File: src/rtl/itl_pkg.sv
// Package: shared constants and helpers of the two-class interrupt controller.
// Assumes: priority fields are PRIO_W bits wide; values up to FAST_TOP select
// the fast class.
package itl_pkg;
    localparam int PRIO_W   = 3;
    localparam int FAST_TOP = 1;
    localparam int NIB_W    = 4;   // register field stride of one priority
    localparam int PER_WORD = 8;   // priority fields per register word

    // Returns 1 when the priority level places a channel in the fast class.
    function automatic logic is_fast(input logic [PRIO_W-1:0] lvl);
        return lvl <= PRIO_W'(FAST_TOP);
    endfunction
endpackage

File: src/rtl/itl_regs.sv
// Module: configuration registers and read multiplexer.
// Holds the entry base, the enable mask and the per-channel priorities. It
// decodes write-one-to-clear strobes for both status vectors and muxes all
// readable words onto rdata.
// Assumes: NUM_CH is a multiple of 32; the word map fits in AW bits.
module itl_regs
    import itl_pkg::*;
#(
    parameter int NUM_CH = 64,
    parameter int AW     = 5,
    parameter int DW     = 32
) (
    input  logic                     clk,
    input  logic                     rst_n,
    input  logic                     wr,
    input  logic [AW-1:0]            addr,
    input  logic [DW-1:0]            wdata,
    input  logic [NUM_CH-1:0]        fst,
    input  logic [NUM_CH-1:0]        nst,
    input  logic [DW-1:0]            fentry,
    input  logic [DW-1:0]            nentry,
    output logic [DW-1:0]            rdata,
    output logic [DW-1:0]            base,
    output logic [NUM_CH-1:0]        en,
    output logic [NUM_CH*PRIO_W-1:0] prio_flat,
    output logic [NUM_CH-1:0]        fast_cls,
    output logic [NUM_CH-1:0]        clr_fast,
    output logic [NUM_CH-1:0]        clr_norm
);
    localparam int SW        = NUM_CH / 32;
    localparam int PW        = NUM_CH / PER_WORD;
    localparam int W_BASE    = 0;
    localparam int W_FST     = 1;
    localparam int W_NST     = W_FST + SW;
    localparam int W_EN      = W_NST + SW;
    localparam int W_FENT    = W_EN + SW;
    localparam int W_NENT    = W_FENT + 1;
    localparam int W_PRIO    = 16;

    logic [PRIO_W-1:0] prio_q [NUM_CH];

    // Entry base register.
    always_ff @(posedge clk) begin
        if (!rst_n)                             base <= '0;
        else if (wr && addr == AW'(W_BASE))     base <= wdata;
    end

    genvar w, c;
    generate
        for (w = 0; w < SW; w++) begin : g_word
            // Enable mask word w.
            always_ff @(posedge clk) begin
                if (!rst_n)                              en[w*32 +: 32] <= '0;
                else if (wr && addr == AW'(W_EN + w))    en[w*32 +: 32] <= wdata[31:0];
            end
            assign clr_fast[w*32 +: 32] = (wr && addr == AW'(W_FST + w)) ? wdata[31:0] : '0;
            assign clr_norm[w*32 +: 32] = (wr && addr == AW'(W_NST + w)) ? wdata[31:0] : '0;
        end
        for (c = 0; c < NUM_CH; c++) begin : g_ch
            // Priority field of channel c; resets to the least urgent level.
            always_ff @(posedge clk) begin
                if (!rst_n)
                    prio_q[c] <= '1;
                else if (wr && addr == AW'(W_PRIO + c / PER_WORD))
                    prio_q[c] <= wdata[NIB_W*(c % PER_WORD) +: PRIO_W];
            end
            assign prio_flat[c*PRIO_W +: PRIO_W] = prio_q[c];
            assign fast_cls[c] = is_fast(prio_q[c]);
        end
    endgenerate

    // Read multiplexer over every mapped word.
    always_comb begin
        rdata = '0;
        if (addr == AW'(W_BASE)) rdata = base;
        if (addr == AW'(W_FENT)) rdata = fentry;
        if (addr == AW'(W_NENT)) rdata = nentry;
        for (int i = 0; i < SW; i++) begin
            if (addr == AW'(W_FST + i)) rdata[31:0] = fst[i*32 +: 32];
            if (addr == AW'(W_NST + i)) rdata[31:0] = nst[i*32 +: 32];
            if (addr == AW'(W_EN + i))  rdata[31:0] = en[i*32 +: 32];
        end
        for (int p = 0; p < PW; p++) begin
            if (addr == AW'(W_PRIO + p)) begin
                for (int k = 0; k < PER_WORD; k++)
                    rdata[NIB_W*k +: PRIO_W] = prio_q[p*PER_WORD + k];
            end
        end
    end
endmodule

File: src/rtl/itl_status.sv
// Module: pending status capture for both classes.
// Each cycle, an asserted event sets the bit of its current class. Clear
// strobes drop bits, and the set wins over a clear in the same cycle. The
// enable mask plays no part here.
// Assumes: events are level signals already synchronous to clk.
module itl_status #(
    parameter int NUM_CH = 64
) (
    input  logic              clk,
    input  logic              rst_n,
    input  logic [NUM_CH-1:0] evt,
    input  logic [NUM_CH-1:0] fast_cls,
    input  logic [NUM_CH-1:0] clr_fast,
    input  logic [NUM_CH-1:0] clr_norm,
    output logic [NUM_CH-1:0] fst,
    output logic [NUM_CH-1:0] nst
);
    // Sticky status update with set priority over clear.
    always_ff @(posedge clk) begin
        if (!rst_n) begin
            fst <= '0;
            nst <= '0;
        end else begin
            fst <= (fst & ~clr_fast) | (evt & fast_cls);
            nst <= (nst & ~clr_norm) | (evt & ~fast_cls);
        end
    end
endmodule

File: src/rtl/itl_pick.sv
// Module: combinational prioritizer for one class.
// Returns the requesting channel with the smallest priority value. On a tie
// it returns the lowest channel index.
// Assumes: req already combines pending and enable.
module itl_pick
    import itl_pkg::*;
#(
    parameter int NUM_CH = 64,
    localparam int IDX_W = $clog2(NUM_CH)
) (
    input  logic [NUM_CH-1:0]        req,
    input  logic [NUM_CH*PRIO_W-1:0] prio_flat,
    output logic                     hit,
    output logic [IDX_W-1:0]         idx
);
    logic [PRIO_W-1:0] best;

    // Ascending scan; only a strictly smaller level displaces the holder.
    always_comb begin
        hit  = 1'b0;
        idx  = '0;
        best = '1;
        for (int c = 0; c < NUM_CH; c++) begin
            if (req[c] && (!hit || prio_flat[c*PRIO_W +: PRIO_W] < best)) begin
                hit  = 1'b1;
                idx  = IDX_W'(c);
                best = prio_flat[c*PRIO_W +: PRIO_W];
            end
        end
    end
endmodule

File: src/rtl/irq_two_level_ctrl.sv
// Module: top of the two-class prioritized interrupt controller.
// Joins the register file, status capture and one prioritizer per class.
// Registers the active-low request line and the entry address of each class.
// Assumes: synchronous active-low reset; class 0 is fast, class 1 is normal.
module irq_two_level_ctrl
    import itl_pkg::*;
#(
    parameter int NUM_CH = 64,
    parameter int AW     = 5,
    parameter int DW     = 32
) (
    input  logic              clk,
    input  logic              rst_n,
    input  logic [NUM_CH-1:0] evt_in,
    input  logic              reg_wr,
    input  logic [AW-1:0]     reg_addr,
    input  logic [DW-1:0]     reg_wdata,
    output logic [DW-1:0]     reg_rdata,
    output logic              fast_req_n,
    output logic              norm_req_n,
    output logic [DW-1:0]     fast_entry,
    output logic [DW-1:0]     norm_entry
);
    localparam int IDX_W = $clog2(NUM_CH);

    logic [DW-1:0]            base_q;
    logic [NUM_CH-1:0]        en_q, fast_cls, clr_fast, clr_norm, fst_q, nst_q;
    logic [NUM_CH*PRIO_W-1:0] prio_flat;

    itl_regs #(.NUM_CH(NUM_CH), .AW(AW), .DW(DW)) u_regs (
        .clk(clk), .rst_n(rst_n), .wr(reg_wr), .addr(reg_addr), .wdata(reg_wdata),
        .fst(fst_q), .nst(nst_q), .fentry(fast_entry), .nentry(norm_entry),
        .rdata(reg_rdata), .base(base_q), .en(en_q), .prio_flat(prio_flat),
        .fast_cls(fast_cls), .clr_fast(clr_fast), .clr_norm(clr_norm)
    );

    itl_status #(.NUM_CH(NUM_CH)) u_status (
        .clk(clk), .rst_n(rst_n), .evt(evt_in), .fast_cls(fast_cls),
        .clr_fast(clr_fast), .clr_norm(clr_norm), .fst(fst_q), .nst(nst_q)
    );

    genvar k;
    generate
        for (k = 0; k < 2; k++) begin : g_cls
            logic [NUM_CH-1:0] req;
            logic              hit;
            logic [IDX_W-1:0]  win;
            logic              line_q;
            logic [DW-1:0]     ent_q;

            assign req = ((k == 0) ? fst_q : nst_q) & en_q;

            itl_pick #(.NUM_CH(NUM_CH)) u_pick (
                .req(req), .prio_flat(prio_flat), .hit(hit), .idx(win)
            );

            // Registered request line and entry address of this class.
            always_ff @(posedge clk) begin
                if (!rst_n) begin
                    line_q <= 1'b1;
                    ent_q  <= '0;
                end else begin
                    line_q <= !hit;
                    ent_q  <= hit ? base_q + ((DW'(win) + DW'(1)) << 2) : base_q;
                end
            end
        end
    endgenerate

    assign fast_req_n = g_cls[0].line_q;
    assign norm_req_n = g_cls[1].line_q;
    assign fast_entry = g_cls[0].ent_q;
    assign norm_entry = g_cls[1].ent_q;
endmodule

File: config.mk
export PLATFORM = sky130hd
export DESIGN_NAME = irq_two_level_ctrl
export DESIGN_NICKNAME = d
export VERILOG_FILES = /design/src/rtl/itl_pkg.sv /design/src/rtl/itl_regs.sv /design/src/rtl/itl_status.sv /design/src/rtl/itl_pick.sv /design/src/rtl/irq_two_level_ctrl.sv
export SDC_FILE = /design/constraint.sdc
export NUM_CORES = 2
export LEC_CHECK = 0
export BUFFER_PORTS_ARGS = -buffer_cell sky130_fd_sc_hd__buf_4
export CORE_MARGIN = 2
export CORE_UTILIZATION = 30
export CTS_BUF_LIST = sky130_fd_sc_hd__clkbuf_4
export CTS_CLUSTER_DIAMETER = 150
export DETAILED_ROUTE_END_ITERATION = 12
export GPL_TIMING_DRIVEN = 0
export PLACE_DENSITY = 0.45
export REMOVE_ABC_BUFFERS = 1
export SYNTH_ARGS = -nofsm -noshare
export SYNTH_HDL_FRONTEND = slang
export SYNTH_SLANG_ARGS = --single-unit
export TNS_END_PERCENT = 30
File: constraint.sdc
create_clock -name clk -period 103.9 [get_ports clk]
set_clock_uncertainty 0.2 [all_clocks]
set_input_delay 10.39 -clock clk [delete_from_list [all_inputs] [get_ports clk]]
set_output_delay 10.39 -clock clk [all_outputs]
set_load 0.02 [all_outputs]
==> reports/metrics.csv <==
metric;value;unit
dieArea;149000;µm²
setup_tns;0;ps
grt_max_degree;98;
hp-start;u_status.nst[27];
powerDensity;10.6;nW/µm²
max_stage_delay;790;ps
async_flop_share;0;
synth_common_cells;nand2_1, nor2_1, a21oi_1, o21ai_0, dfxtp_1;
end_kind;flip-flop;
post-route-period-util;0.906;
synth.avg_cell_area;7.43;µm²
crit_end;fast_entry[15];
fin_cells;8008;
port_buffers;201;
clkPwrFrac;0.401;
grt_pass1_wl;336000;µm
ant_nets;0;
setup_violations;0;
syn_to_final_growth;12.5;%
top_layer;met5;
r2r_cells;438;
worst_pin_slew;1480;ps
io_pins;202;
ys_types;147;
synth-seq-area-share;0.264;
cts-resized-gates;0;
hpwl;186000;µm
synth_ff_type;dfxtp_1;
num_vias;49300;
wire_per_inst;29.9;µm
crit_fanout;15;
grt-ovfl-total;0;
r2r_slack;9720;ps
htree_levels;4;
r2r_start;u_regs.en[0];
vias_per_cell;6.16;
cts_tree;built;
grt_pass1_vias;45600;
crit_top_cell;ha_1;
yosysTopAreaCellShare;0.132;
holdCritPathClass;flip-flop to flip-flop;
drv_slew;0;
gp_congestion;0.986;
worstSetupPathType;flip-flop to flip-flop;
met3_length;22600;µm
hold_violations;0;
grt_usage;0.312;
p_seq_frac;0.440;
fp-row-count;140;
drc_errors;0;
synth_most_common_cell;nand2_1;
place_area;47100;µm²
fin_util;0.339;
reg2reg_to;fast_entry[15];
start_util;0.301;
violations;max-capacitance violations;
holdBufCountCts;0;
run_status;complete, but fails checks;
wl;239000;µm
rsz0062_at_grt;false;
clock-sinks;480;
netlist_area;43700;µm²
maxSlewHeadroom;0.0133;
fin_area;49100;µm²
p_int;339;µW
ir_worst_vdd;0.0101;mV
numCtsBuffers;150;
core-area;145000;µm²
ys_ff_latch;480;
synth_top_cell_by_area;dfxtp_1;
wl_met2;104000;µm
wl_met1;100000;µm
dr.pass1.iters;9;
die_w;386;µm
cp-startpoint;u_regs.en[0];
layout.nets;6208;
clock_latency;1160;ps
layout_min_cycle_time;94180;ps
drv_cap;1;
p_sw_frac;0.346;
switching_power;179;µW
p_leak;0.0193;µW
cp_slowest_cell;o41ai_1;
ctsLongestPathBuffers;3;
cts.clk_slew.worst_paths;60;ps
place_inst;7725;
synth_warnings;0;
antenna_found_initial;31;
cp-start-kind;flip-flop;
cts-root-buf;clkbuf_4;
netlist_instances;5874;
combPwrFrac;0.159;
post_cts_buffers;0;
die_y;386;µm
max_freq;10.6;MHz
yosys-top-cells-area;dfxtp_1, edfxtp_1, nand2_1, a21oi_1, nor2_1;
fill_cells;15600;
drt_iter0_drc;5954;
worstPathRequired;104760;ps
synth_edf_count;192;
drive_gt1_frac;0.127;
arrival;95040;ps
==> metal layers <==
metal,vias to the layer above,global-route usage
met5,-,0
met2,2464,0.478
li1,22300,-
met3,482,0.0702
met1,24100,0.411
met4,18,0.150
==> worst max-delay path: cells and delay by family, from the launching register on <==
| kind | cells | cell delay, ps |
|---|---|---|
| AO/OA/AOI/OAI | 160 | 40590 |
| flip-flops | 1 | 490 |
| adder cells (fa/ha/maj) | 63 | 16270 |
| XOR/XNOR | 1 | 100 |
| AND/OR/NAND/NOR | 144 | 24910 |
| multiplexers | 30 | 8380 |
| buffers and inverters | 40 | 3030 |
==> cells in the final DEF (no fill, tap or decap), drive strengths merged, types with 22 or more instances in the layout <==
master	instances
ha	142
maj3	30
mux2	63
nor2b	31
a21boi	22
o22ai	25
a22o	40
nand4	69
edfxtp	192
nor4	32
mux2i	82
and2	85
clkbuf	222
nor2	513
o21ai	387
a21o	126
dfxtp	288
or3	189
nor3	86
o21a	37
a21oi	466
a211o	32
nand2	997
clkinv	44
xor2	29
a31oi	80
o211ai	69
a31o	24
and3	82
or2	48
inv	196
a22oi	148
nand3	202
buf	246
o31ai	53
o31a	26
nand2b	136
a221oi	68
a211oi	64
==> layout make-up <==
cell class | count | area [µm²] | area share
antenna | 10 | 25.0 | 0.000509
clock buffer | 222 | 1670 | 0.0339
clock inverter | 51 | 334 | 0.00680
inverter | 197 | 744 | 0.0152
multi-input combinational | 4885 | 30200 | 0.614
sequential | 480 | 11500 | 0.235
tap | 1917 | 2400 | 0.0488
timing repair buffer | 246 | 2270 | 0.0461
==> sequential cells by signal, indices dropped and copies added (netlist names) <==
name           flops
fast_req_n         1
fast_entry        32
u_status.fst      64
u_status.nst      64
norm_req_n         1
norm_entry        30
u_regs.base       32
u_regs.en         64
u_regs.prio_q    192
==> worst min-delay path by stage <==
stage                        to  slack [ps]  cells past startpoint
2_1_floorplan  u_status.nst[21]         240                      2
3_3_place_gp   u_status.nst[25]         260                      2
3_5_place_dp   u_status.nst[27]         260                      2
4_1_cts        u_status.nst[27]         270                      2
5_1_grt        u_status.nst[41]         290                      2
6_report       u_status.nst[27]         270                      2
==> logic make-up after synthesis <==
group / Yosys count / synth area share
compound gates: 1984 / 0.321
xor+xnor: 45 / 0.00902
buf+inv: 509 / 0.0482
simple gates: 2537 / 0.274
flops: 480 / 0.264
fa+ha+maj: 174 / 0.0486
mux: 145 / 0.0351
==> power by group through the flow <==
| stage | sequential, µW | clock (µW) | combinational (µW) |
|---|---|---|---|
| after floorplan | 218 | 0 | 46.4 |
| after global placement | 231 | 0 | 79.3 |
| after detailed placement | 231 | 0 | 80.2 |
| after CTS | 227 | 211 | 80.6 |
| after global routing | 228 | 222 | 88.4 |
| final | 228 | 208 | 82.4 |
==> per-stage QoR <==
step	total power, µW	setup WS, ps	hold WS, ps
floorplan	264	27440	242
global placement	310	10210	256
detailed placement	311	11370	263
CTS	519	10990	270
global route	538	2160	291
finish	519	9720	270
No activity file was read; power rests on OpenSTA's default activity.
